===== src/rtl/midi_port_pkg.sv =====
package midi_port_pkg;
  localparam int BYTE_W = 8;
  localparam logic [BYTE_W-1:0] CMD_FLUSH = 8'hFF;
  localparam logic [BYTE_W-1:0] CMD_UART  = 8'h3F;
  localparam logic [BYTE_W-1:0] ACK_CODE  = 8'hFE;
  localparam logic ADDR_DATA = 1'b0;
  localparam logic ADDR_CTRL = 1'b1;

  typedef enum logic [2:0] {
    RXS_IDLE,
    RXS_START,
    RXS_BITS,
    RXS_STOP,
    RXS_WAIT_HIGH
  } rx_state_e;
endpackage


===== src/rtl/midi_tx.sv =====
module midi_tx
  import midi_port_pkg::*;
#(
  parameter int OSR = 16
) (
  input  logic              clk,
  input  logic              rst_n,
  input  logic              tick,
  input  logic              flush,
  input  logic              in_valid,
  output logic              in_ready,
  input  logic [BYTE_W-1:0] in_data,
  output logic              txd,
  output logic              drain_pulse
);
  localparam int CW     = (OSR > 2) ? $clog2(OSR) : 1;
  localparam int FRAME  = BYTE_W + 2;
  localparam int BCW    = $clog2(FRAME + 1);

  logic              hold_full;
  logic [BYTE_W-1:0] hold_data;
  logic              busy;
  logic [FRAME-1:0]  frame;
  logic [CW-1:0]     tick_cnt;
  logic [BCW-1:0]    bit_cnt;

  assign in_ready = !hold_full;
  assign txd      = busy ? frame[0] : 1'b1;

  always_ff @(posedge clk) begin
    if (!rst_n || flush) begin
      hold_full   <= 1'b0;
      hold_data   <= '0;
      busy        <= 1'b0;
      frame       <= '1;
      tick_cnt    <= '0;
      bit_cnt     <= '0;
      drain_pulse <= 1'b0;
    end else begin
      drain_pulse <= 1'b0;
      if (in_valid && in_ready) begin
        hold_data <= in_data;
        hold_full <= 1'b1;
      end
      if (!busy && hold_full) begin
        frame       <= {1'b1, hold_data, 1'b0};
        busy        <= 1'b1;
        tick_cnt    <= '0;
        bit_cnt     <= '0;
        hold_full   <= 1'b0;
        drain_pulse <= 1'b1;
      end else if (busy && tick) begin
        if (tick_cnt == CW'(OSR - 1)) begin
          tick_cnt <= '0;
          if (bit_cnt == BCW'(FRAME - 1)) begin
            busy <= 1'b0;
          end else begin
            frame   <= {1'b1, frame[FRAME-1:1]};
            bit_cnt <= bit_cnt + 1'b1;
          end
        end else begin
          tick_cnt <= tick_cnt + 1'b1;
        end
      end
    end
  end

  AST_HOLD_NOT_OVERWRITTEN: assert property (@(posedge clk) disable iff (!rst_n)
    (in_valid && !in_ready && !flush) |=> $stable(hold_data));
  AST_DRAIN_SINGLE_CYCLE: assert property (@(posedge clk) disable iff (!rst_n)
    drain_pulse |=> !drain_pulse);
endmodule


===== src/rtl/midi_rx.sv =====
module midi_rx
  import midi_port_pkg::*;
#(
  parameter int OSR        = 16,
  parameter int SYNC_DEPTH = 2
) (
  input  logic              clk,
  input  logic              rst_n,
  input  logic              tick,
  input  logic              flush,
  input  logic              rxd,
  output logic              out_valid,
  output logic [BYTE_W-1:0] out_data
);
  localparam int CW   = (OSR > 2) ? $clog2(OSR) : 1;
  localparam int HALF = (OSR / 2 > 0) ? OSR / 2 - 1 : 0;
  localparam int BW   = $clog2(BYTE_W);

  logic [SYNC_DEPTH-1:0] sync_q;
  logic                  line;
  rx_state_e             state;
  logic [CW-1:0]         tick_cnt;
  logic [BW-1:0]         bit_idx;
  logic [BYTE_W-1:0]     shreg;

  genvar g;
  generate
    for (g = 0; g < SYNC_DEPTH; g++) begin : g_sync
      always_ff @(posedge clk) begin
        if (!rst_n) sync_q[g] <= 1'b1;
        else if (g == 0) sync_q[g] <= rxd;
        else sync_q[g] <= sync_q[(g > 0) ? g - 1 : 0];
      end
    end
  endgenerate

  assign line = sync_q[SYNC_DEPTH-1];

  always_ff @(posedge clk) begin
    if (!rst_n || flush) begin
      state     <= RXS_IDLE;
      tick_cnt  <= '0;
      bit_idx   <= '0;
      shreg     <= '0;
      out_valid <= 1'b0;
      out_data  <= '0;
    end else begin
      out_valid <= 1'b0;
      if (tick) begin
        unique case (state)
          RXS_IDLE: begin
            tick_cnt <= '0;
            if (!line) state <= RXS_START;
          end
          RXS_START: begin
            if (tick_cnt == CW'(HALF)) begin
              tick_cnt <= '0;
              bit_idx  <= '0;
              state    <= line ? RXS_IDLE : RXS_BITS;
            end else begin
              tick_cnt <= tick_cnt + 1'b1;
            end
          end
          RXS_BITS: begin
            if (tick_cnt == CW'(OSR - 1)) begin
              tick_cnt <= '0;
              shreg    <= {line, shreg[BYTE_W-1:1]};
              if (bit_idx == BW'(BYTE_W - 1)) state <= RXS_STOP;
              else bit_idx <= bit_idx + 1'b1;
            end else begin
              tick_cnt <= tick_cnt + 1'b1;
            end
          end
          RXS_STOP: begin
            if (tick_cnt == CW'(OSR - 1)) begin
              tick_cnt <= '0;
              if (line) begin
                out_valid <= 1'b1;
                out_data  <= shreg;
                state     <= RXS_IDLE;
              end else begin
                state <= RXS_WAIT_HIGH;
              end
            end else begin
              tick_cnt <= tick_cnt + 1'b1;
            end
          end
          RXS_WAIT_HIGH: begin
            if (line) state <= RXS_IDLE;
          end
          default: state <= RXS_IDLE;
        endcase
      end
    end
  end

  AST_NO_BYTE_ON_FRAMING_ERROR: assert property (@(posedge clk) disable iff (!rst_n)
    (state == RXS_WAIT_HIGH) |-> !out_valid);
endmodule


===== src/rtl/midi_cmd_ctrl.sv =====
module midi_cmd_ctrl
  import midi_port_pkg::*;
(
  input  logic              clk,
  input  logic              rst_n,
  input  logic              cmd_we,
  input  logic [BYTE_W-1:0] cmd_code,
  input  logic              data_re,
  input  logic              rx_valid,
  input  logic [BYTE_W-1:0] rx_byte,
  output logic              uart_mode,
  output logic              flush,
  output logic              rx_full,
  output logic [BYTE_W-1:0] rx_data,
  output logic              rx_irq
);
  logic is_flush, is_uart, accept;

  assign is_flush = (cmd_code == CMD_FLUSH);
  assign is_uart  = (cmd_code == CMD_UART);
  assign accept   = cmd_we && (is_flush || is_uart);
  assign flush    = cmd_we && is_flush;

  always_ff @(posedge clk) begin
    if (!rst_n) begin
      uart_mode <= 1'b0;
      rx_full   <= 1'b0;
      rx_data   <= '0;
      rx_irq    <= 1'b0;
    end else begin
      rx_irq <= 1'b0;
      if (accept) begin
        uart_mode <= is_uart;
        rx_data   <= ACK_CODE;
        rx_full   <= 1'b1;
        rx_irq    <= 1'b1;
      end else begin
        if (data_re) rx_full <= 1'b0;
        if (rx_valid && uart_mode && !rx_full) begin
          rx_data <= rx_byte;
          rx_full <= 1'b1;
          rx_irq  <= 1'b1;
        end
      end
    end
  end

  AST_ACK_AFTER_COMMAND: assert property (@(posedge clk) disable iff (!rst_n)
    (cmd_we && (cmd_code == 8'h3F || cmd_code == 8'hFF)) |=> (rx_full && rx_data == 8'hFE && rx_irq));
  AST_FLUSH_LEAVES_UART: assert property (@(posedge clk) disable iff (!rst_n)
    (cmd_we && cmd_code == 8'hFF) |=> !uart_mode);
  AST_UNKNOWN_CMD_IGNORED: assert property (@(posedge clk) disable iff (!rst_n)
    (cmd_we && cmd_code != 8'h3F && cmd_code != 8'hFF && !rx_valid && !data_re)
      |=> ($stable(uart_mode) && $stable(rx_data) && $stable(rx_full)));
  AST_UNREAD_BYTE_KEPT: assert property (@(posedge clk) disable iff (!rst_n)
    (rx_full && !data_re && !cmd_we) |=> (rx_full && $stable(rx_data)));
endmodule


===== src/rtl/midi_host_port.sv =====
module midi_host_port
  import midi_port_pkg::*;
#(
  parameter int OSR        = 16,
  parameter int SYNC_DEPTH = 2
) (
  input  logic       clk,
  input  logic       rst_n,
  input  logic       baud_tick,
  input  logic       host_cs,
  input  logic       host_wr,
  input  logic       host_rd,
  input  logic       host_addr,
  input  logic [7:0] host_wdata,
  output logic [7:0] host_rdata,
  output logic       midi_txd,
  input  logic       midi_rxd,
  output logic       irq_tx_empty,
  output logic       irq_rx_ready
);
  logic              cmd_we, data_we, data_re;
  logic              uart_mode, flush;
  logic              tx_ready;
  logic              rx_valid, rx_full;
  logic [BYTE_W-1:0] rx_byte, rx_data;
  logic [BYTE_W-1:0] status;

  assign cmd_we  = host_cs && host_wr && (host_addr == ADDR_CTRL);
  assign data_we = host_cs && host_wr && (host_addr == ADDR_DATA);
  assign data_re = host_cs && host_rd && (host_addr == ADDR_DATA);

  assign status     = {!rx_full, !tx_ready, {(BYTE_W-2){1'b0}}};
  assign host_rdata = (host_addr == ADDR_CTRL) ? status : rx_data;

  midi_cmd_ctrl i_ctrl (
    .clk       (clk),
    .rst_n     (rst_n),
    .cmd_we    (cmd_we),
    .cmd_code  (host_wdata),
    .data_re   (data_re),
    .rx_valid  (rx_valid),
    .rx_byte   (rx_byte),
    .uart_mode (uart_mode),
    .flush     (flush),
    .rx_full   (rx_full),
    .rx_data   (rx_data),
    .rx_irq    (irq_rx_ready)
  );

  midi_tx #(.OSR(OSR)) i_tx (
    .clk         (clk),
    .rst_n       (rst_n),
    .tick        (baud_tick),
    .flush       (flush),
    .in_valid    (data_we && uart_mode),
    .in_ready    (tx_ready),
    .in_data     (host_wdata),
    .txd         (midi_txd),
    .drain_pulse (irq_tx_empty)
  );

  midi_rx #(.OSR(OSR), .SYNC_DEPTH(SYNC_DEPTH)) i_rx (
    .clk       (clk),
    .rst_n     (rst_n),
    .tick      (baud_tick),
    .flush     (flush),
    .rxd       (midi_rxd),
    .out_valid (rx_valid),
    .out_data  (rx_byte)
  );

  AST_FLUSH_IDLES_LINE: assert property (@(posedge clk) disable iff (!rst_n)
    (host_cs && host_wr && host_addr && host_wdata == 8'hFF) |=> midi_txd);
endmodule


===== config.mk =====
export PLATFORM = sky130hd
export DESIGN_NAME = midi_host_port
export DESIGN_NICKNAME = d
export VERILOG_FILES = /design/src/rtl/midi_port_pkg.sv /design/src/rtl/midi_tx.sv /design/src/rtl/midi_rx.sv /design/src/rtl/midi_cmd_ctrl.sv /design/src/rtl/midi_host_port.sv
export SDC_FILE = /design/constraint.sdc
export NUM_CORES = 1
export LEC_CHECK = 0
export BUFFER_PORTS_ARGS = -buffer_cell sky130_fd_sc_hd__buf_2
export CORE_AREA = 2 2 75 77
export CTS_CLUSTER_DIAMETER = 200
export DETAILED_ROUTE_END_ITERATION = 8
export DIE_AREA = 0 0 77 79
export GPL_TIMING_DRIVEN = 0
export HOLD_SLACK_MARGIN = 0.1
export PLACE_DENSITY = 0.84
export SLEW_MARGIN = 20
export SYNTH_ARGS = -nofsm -noshare
export SYNTH_HDL_FRONTEND = slang
export SYNTH_SLANG_ARGS = --single-unit

===== constraint.sdc =====
create_clock -name clk -period 2.4 [get_ports clk]
set_input_delay 0.72 -clock clk [delete_from_list [all_inputs] [get_ports clk]]
set_output_delay 0.72 -clock clk [all_outputs]
set_load 0.01 [all_outputs]

==> results of run 1 <==
## critical path: cells and delay by family
family	cells	cell delay [ps]
multiplexers	1	350
buffers and inverters	2	290
## synth_stat cells, drive strengths merged (3+ instances only)
master | count | share of area
nand3 | 10 | 0.017
a21oi | 18 | 0.030
nand4 | 3 | 0.0063
xor2 | 6 | 0.018
clkbuf | 6 | 0.0080
or2 | 3 | 0.0063
and2 | 8 | 0.017
mux2i | 33 | 0.11
ha | 6 | 0.025
buf | 13 | 0.028
nor2 | 42 | 0.053
nand3b | 3 | 0.0075
or4 | 3 | 0.0075
and3 | 3 | 0.0063
a31oi | 3 | 0.0084
nand2 | 19 | 0.024
nor2b | 8 | 0.017
a221oi | 7 | 0.021
nor3 | 10 | 0.018
nand2b | 5 | 0.010
dfxtp | 68 | 0.46
inv | 5 | 0.0063
o21ai | 12 | 0.020
## kinds of logic (layout without fill, tap and decap cells)
group           Yosys count  count (layout)  share of synthesized area
simple gates            128             128                      0.221
flops                    68              68                      0.456
compound gates           52              52                      0.114
mux                      35              35                      0.118
buf+inv                  24              64                     0.0423
xor+xnor                  8               8                     0.0235
fa+ha+maj                 6               6                     0.0251
## final timing paths
kind | from | endpoint | slack, ps | depth (start not counted)
setup / recovery | host_addr | host_rdata[6] | 320 | 3
hold reg to reg | i_rx.sync_q[0] | i_rx.line | 430 | 1
setup reg to reg | i_rx.bit_idx[0] | i_rx.bit_idx[0] | 500 | 6
hold / removal | i_rx.sync_q[0] | i_rx.line | 430 | 1
## cell usage in the layout, fill, tap and decap left out, drive strengths merged, types with 5 or more instances in the layout
master and n:
dfxtp 68, nor2 42, buf 37, mux2i 33, nand2 19, clkbuf 19
a21oi 18, o21ai 12, nand3 10, nor3 10, nor2b 8, and2 8
a221oi 7, xor2 6, ha 6, inv 5, nand2b 5
## per-stage QoR
| step | std cells | instance area (µm²) |
|---|---|---|
| 2_1_floorplan | 321 | 2990 |
| 3_3_place_gp | 417 | 3200 |
| 3_5_place_dp | 417 | 3200 |
| 4_1_cts | 433 | 3430 |
| 5_1_grt | 433 | 3430 |
| 6_report | 433 | 3430 |
## metal layers
metal | vias up | track usage | part of all wire
met5 | - | 0 | 0
met2 | 44 | 0.395 | 0.51
li1 | 1207 | - | -
met4 | 0 | 0.0875 | 0.021
met1 | 1182 | 0.245 | 0.43
met3 | 17 | 0.0682 | 0.038
## power breakdown
group	total (mW)	leakage, nW	internal (mW)	switching [mW]
clock	1.09	0.116	0.671	0.421
sequential	1.13	0.548	1.13	0.00289
combinational	0.0697	0.823	0.0248	0.0449
## layout make-up
class / count / area (µm²)
Fill cell: 485 / 1910
Multi-Input combinational cell: 229 / 1500
Sequential cell: 68 / 1360
Clock buffer: 13 / 169
Timing Repair Buffer: 24 / 120
Buffer: 19 / 108
Tap cell: 72 / 90.1
Clock inverter: 3 / 67.6
Inverter: 5 / 18.8
## state kept, by name, indices dropped and copies added, names as in the netlist
register and cells:
i_rx.state 3, i_rx.out_valid 1, i_rx.line 1, i_ctrl.rx_data 8, i_rx.tick_cnt 4, i_tx.hold_full 1, i_tx.bit_cnt 4, i_ctrl.rx_full 1
i_rx.bit_idx 3, i_tx.busy 1, i_rx.out_data 8, i_ctrl.uart_mode 1, i_tx.frame 9, i_ctrl.rx_irq 1, i_rx.shreg 8, i_tx.tick_cnt 4
i_tx.drain_pulse 1, i_rx.sync_q 1, i_tx.hold_data 8
==> flow_summary.json, run 1 <==
{
  "outcome": "completed",
  "skew_ps": 6.19,
  "async_flop_share": 0,
  "yosysUniqueCellTypes": 52,
  "antenna_found_initial": 0,
  "place_hpwl_um": 4300,
  "cts-root-buf": "clkbuf_8",
  "clock_sinks": 68,
  "die_h_um": 79,
  "core_um2": 5340,
  "endpoint_kind": "output port",
  "grt.total_usage": 0.220,
  "gr-total-overflow": 0,
  "cts_hold_buffers": 0,
  "gp_congestion": 0.800,
  "io-pin-count": 27,
  "hold_viol": 0,
  "ctsResizeCount": 0,
  "fin_crit_ps": 2080,
  "ir_worst_vdd_v": 0.000450,
  "vias": 2450,
  "clock_latency_ps": 350,
  "post_cts_buffers": 0,
  "cp.required_ps": 1680,
  "synth.cell_area_um2": 2990,
  "finalCritPeriodShare": 0.866,
  "antennaDiodeCount": 0,
  "setup_violations": 0,
  "power_density_nw_per_um2": 669,
  "post_drt_wl_per_cell_um": 14.4,
  "first_global_vias": 2356,
  "synth-seq-cells": 68,
  "hold_class": "register to register",
  "crit_type": "input pin to output port",
  "initial_utilization": 0.559,
  "critical_path.max_fanout": 10,
  "chipWidth_um": 77,
  "fp.dieArea_um2": 6080,
  "power_mw": 2.29,
  "dr.pass1.iters": 4,
  "htreeDepth": 3,
  "synth_ff_type": "dfxtp_1",
  "cp_data_arrival_time_ps": 1360,
  "cp-start-kind": "input pin",
  "io_buffers": 24,
  "syn_avg_cell_area_um2": 9.30,
  "slowest_delay_ps": 350,
  "numCtsBuffers": 9,
  "postRouteAntennaNets": 0,
  "grt_max_degree": 12,
  "drive_above_1_share": 0.172,
  "synth.yosys.seq_area_share": 0.456,
  "synth-edff-count": 0,
  "cts.path.max_buffers": 2,
  "worst_slack_ps": 321,
  "slew_headroom": 0.521,
  "cp_slowest_cell": "mux2_2",
  "drt_iter0_markers": 64,
  "yosys_warnings": 0,
  "rsz0062_at_grt": "no",
  "cts_tree": "yes",
  "postSynthNetCount": 343,
  "post-route-drc-count": 0,
  "power.leakage_nw": 1.49,
  "dp_slack_ps": 245,
  "maxCapViolCount": 0,
  "clk_pin_slew_ps": 70,
  "worst_pin_slew_ps": 716,
  "fmax_mhz": 481,
  "maxSlewViolCount": 0,
  "routed_via_density": 5.66,
  "totalWireLength_um": 6250,
  "syn2layout_area_growth_pct": 15.0,
  "setup_tns_ps": 0,
  "post-route-util": 0.643,
  "holdWs_ps": 430,
  "synth_cells": 321,
  "row_count": 27,
  "nets": 378,
  "path_cells": "buf_4 -> mux2_2 -> buf_2",
  "grt_pass1_wl_um": 10600
}
(Power assumes the default switching activity.)
==> inputs of run 2 (changes only) <==
- ABC_AREA: unset -> 1
- CORE_AREA: 2 2 75 77 -> 2 2 77 79
- DIE_AREA: 0 0 77 79 -> 0 0 79 81
==> run 2 against run 1 <==
Compared with the run above:
- register-to-register slack gained 380 ps
- synthesized cell count grew 30%
- combinational power grew to 7.8 times the previous value
- hold slack lost 16 ps
- total power grew 18%
- via count grew 12%
- first-iteration DRC count grew 97%
- global-route usage shrank 0.25 points
- flip-flop and latch count is the same
- count of clock-buffer cells in the layout shrank 1
- critical path depth grew 1
- critical path type unchanged
==> flow_summary.json, run 2 <==
{
  "ys_top_cells_by_area": "dfxtp_1 43%, nand2_1 11%, a21oi_1 6.5%, inv_1 4.8%, o21ai_0 4.6%",
  "initial_utilization": 0.560,
  "synth.cell_area_um2": 3180,
  "fmax_mhz": 524,
  "grt_max_degree": 12,
  "post-route-drc-count": 0,
  "post_drt_wl_per_cell_um": 11.8,
  "synth_cells": 417,
  "synth-compound-area-share": 0.129,
  "cp-startpoint": "host_addr",
  "critical_path.max_fanout": 10,
  "antennaDiodeCount": 0,
  "hold_class": "register to register",
  "outcome": "completed",
  "reg2reg_depth": 7,
  "nets": 475,
  "worst_pin_slew_ps": 424,
  "cp-start-kind": "input pin",
  "clock_latency_ps": 340,
  "path_depth": 4,
  "cp_slowest_cell": "buf_2",
  "cts.path.max_buffers": 2,
  "power_density_nw_per_um2": 751,
  "synthAdderAreaFrac": 0.0236,
  "regMostFlops": "i_tx.frame",
  "cts_hold_buffers": 0,
  "register_area_um2": 1360,
  "yosysUniqueCellTypes": 32,
  "cp_data_arrival_time_ps": 1190,
  "drive_above_1_share": 0.199,
  "synth_mux_area_frac": 0,
  "synth-seq-cells": 68,
  "layout_common_cells": "90 x nand2_1, 68 x dfxtp_1, 41 x inv_1, 41 x a21oi_1, 34 x nor2_1",
  "layout_commonest_cell": "nand2_1",
  "post-route-util": 0.634,
  "clk_pin_slew_ps": 70,
  "core_um2": 5680,
  "maxSlewViolCount": 0,
  "fin_area_um2": 3600,
  "grt.total_usage": 0.218,
  "multi_input_area_um2": 1540,
  "maxCapViolCount": 0,
  "r2r_start": "i_rx.tick_cnt[0]",
  "place_hpwl_um": 4450,
  "io_buffers": 25,
  "largest_reg_flops": 9,
  "gp_congestion": 0.864,
  "antenna_found_initial": 0,
  "synth_largest_area_cell": "dfxtp_1",
  "synthSimpleGateAreaFrac": 0.321,
  "slew_headroom": 0.717,
  "ir_worst_vdd_v": 0.000429,
  "routed_via_density": 5.15,
  "synth_top_family_by_area": "simple AND/OR/NAND/NOR gates",
  "hold_viol": 0,
  "row_count": 28,
  "ff2ff_setup_slack_ps": 880,
  "cts_tree": "yes",
  "chipWidth_um": 79,
  "path_cells": "buf_6 -> inv_2 -> o21ai_0 -> buf_2",
  "cp_top_family": "buffers and inverters",
  "fin_crit_ps": 1910,
  "r2r-end": "i_rx.state[2]",
  "postSynthNetCount": 439,
  "numCtsBuffers": 9,
  "yosys_warnings": 0,
  "post_cts_buffers": 0,
  "synth_ff_type": "dfxtp_1",
  "crit_type": "input pin to output port",
  "syn2layout_area_growth_pct": 13.3,
  "clock_sinks": 68,
  "setup_tns_ps": 0,
  "postRouteAntennaNets": 0,
  "htreeDepth": 3,
  "finalCritPeriodShare": 0.795,
  "ctsResizeCount": 0,
  "syn_avg_cell_area_um2": 7.62,
  "ys_top_cells_by_count": "90 x nand2_1, 68 x dfxtp_1, 41 x a21oi_1, 41 x inv_1, 34 x nor2_1",
  "fillers": 483,
  "vias": 2743,
  "drt_iter0_markers": 126,
  "endpoint_kind": "output port",
  "synth.yosys.seq_area_share": 0.428,
  "rsz0062_at_grt": "no",
  "synth-edff-count": 0,
  "crit_end": "host_rdata[7]",
  "fp.dieArea_um2": 6400,
  "async_flop_share": 0,
  "power.leakage_nw": 1.54,
  "skew_ps": 6.88,
  "grt_pass1_wl_um": 11000,
  "slowest_delay_ps": 150,
  "synth_xor_area_frac": 0.0110,
  "totalWireLength_um": 6300,
  "die_h_um": 81,
  "gr-total-overflow": 0,
  "io-pin-count": 27,
  "place_area_um2": 3400,
  "first_global_vias": 2577,
  "synth.most_common_cell": "nand2_1",
  "cts-root-buf": "clkbuf_8",
  "cp.required_ps": 1680,
  "setup_violations": 0,
  "yosysTopAreaCellShare": 0.428,
  "crit_buf_inv": 3,
  "dr.pass1.iters": 5
}
## run 2: changes by cell type in the layout (fill, tap and decap cells not counted), sizes merged, moves of 9 or more
cell	delta
nand2	+80
inv	+40
mux2i	-33
a21oi	+25
o21ai	+23
nand4	+17
or2	+9
## run 2: where the power goes
group          leakage (nW)  internal [mW]  switching [mW]
sequential            0.549           1.17          0.0342
clock                 0.102          0.533           0.426
combinational         0.891          0.191           0.350
total                  1.54           1.89           0.810
## run 2: logic make-up after synthesis
logic type | count (synthesis)
AND/OR/NAND/NOR | 199
adder cells (fa/ha/maj) | 6
flip-flops | 68
AO/OA/AOI/OAI | 80
buffers and inverters | 60
XOR/XNOR | 4
## run 2: worst min-delay path by stage
stage / slack (ps) / cells after the start / end / from
final: 410 / 1 / i_rx.line / i_rx.sync_q[0]
after detailed placement: 400 / 1 / i_rx.line / i_rx.sync_q[0]
after CTS: 420 / 1 / i_rx.line / i_rx.sync_q[0]
after global routing: 440 / 1 / i_rx.line / i_rx.sync_q[0]
after floorplan: 390 / 1 / i_rx.line / i_rx.sync_q[0]
after global placement: 400 / 1 / i_rx.line / i_rx.sync_q[0]
## run 2: per-layer routing
layer | up-vias | GRT usage | routed length (µm)
met2 | 54 | 0.364 | 3050
met3 | 11 | 0.0689 | 244
met1 | 1243 | 0.261 | 2890
met5 | - | 0 | 0
met4 | 0 | 0.0897 | 115
li1 | 1435 | - | -
## run 2: layout make-up
type                            count  area share
Multi-Input combinational cell    289       0.428
Timing Repair Buffer               25      0.0347
Tap cell                           75      0.0261
Clock inverter                      4      0.0132
Clock buffer                       12      0.0431
Inverter                           46      0.0493
Sequential cell                    68       0.378
Buffer                             14      0.0274
## run 2: through the flow
step	instances	total power, mW	hold WS (ps)	setup slack [ps]
2_1_floorplan	417	1.66	393	534
6_report	533	2.70	414	493
3_5_place_dp	517	1.76	403	508
5_1_grt	533	2.86	444	416
3_3_place_gp	517	1.74	400	501
4_1_cts	533	2.73	418	497
## run 2: worst register-to-register path: stages (launching register included)
cell and delay, ps:
dfxtp_1 380, ha_1 280, nand3_4 150, nand3_2 120, nand3_2 160, o21ai_0 220, nand2_1 70, nor2_1 80
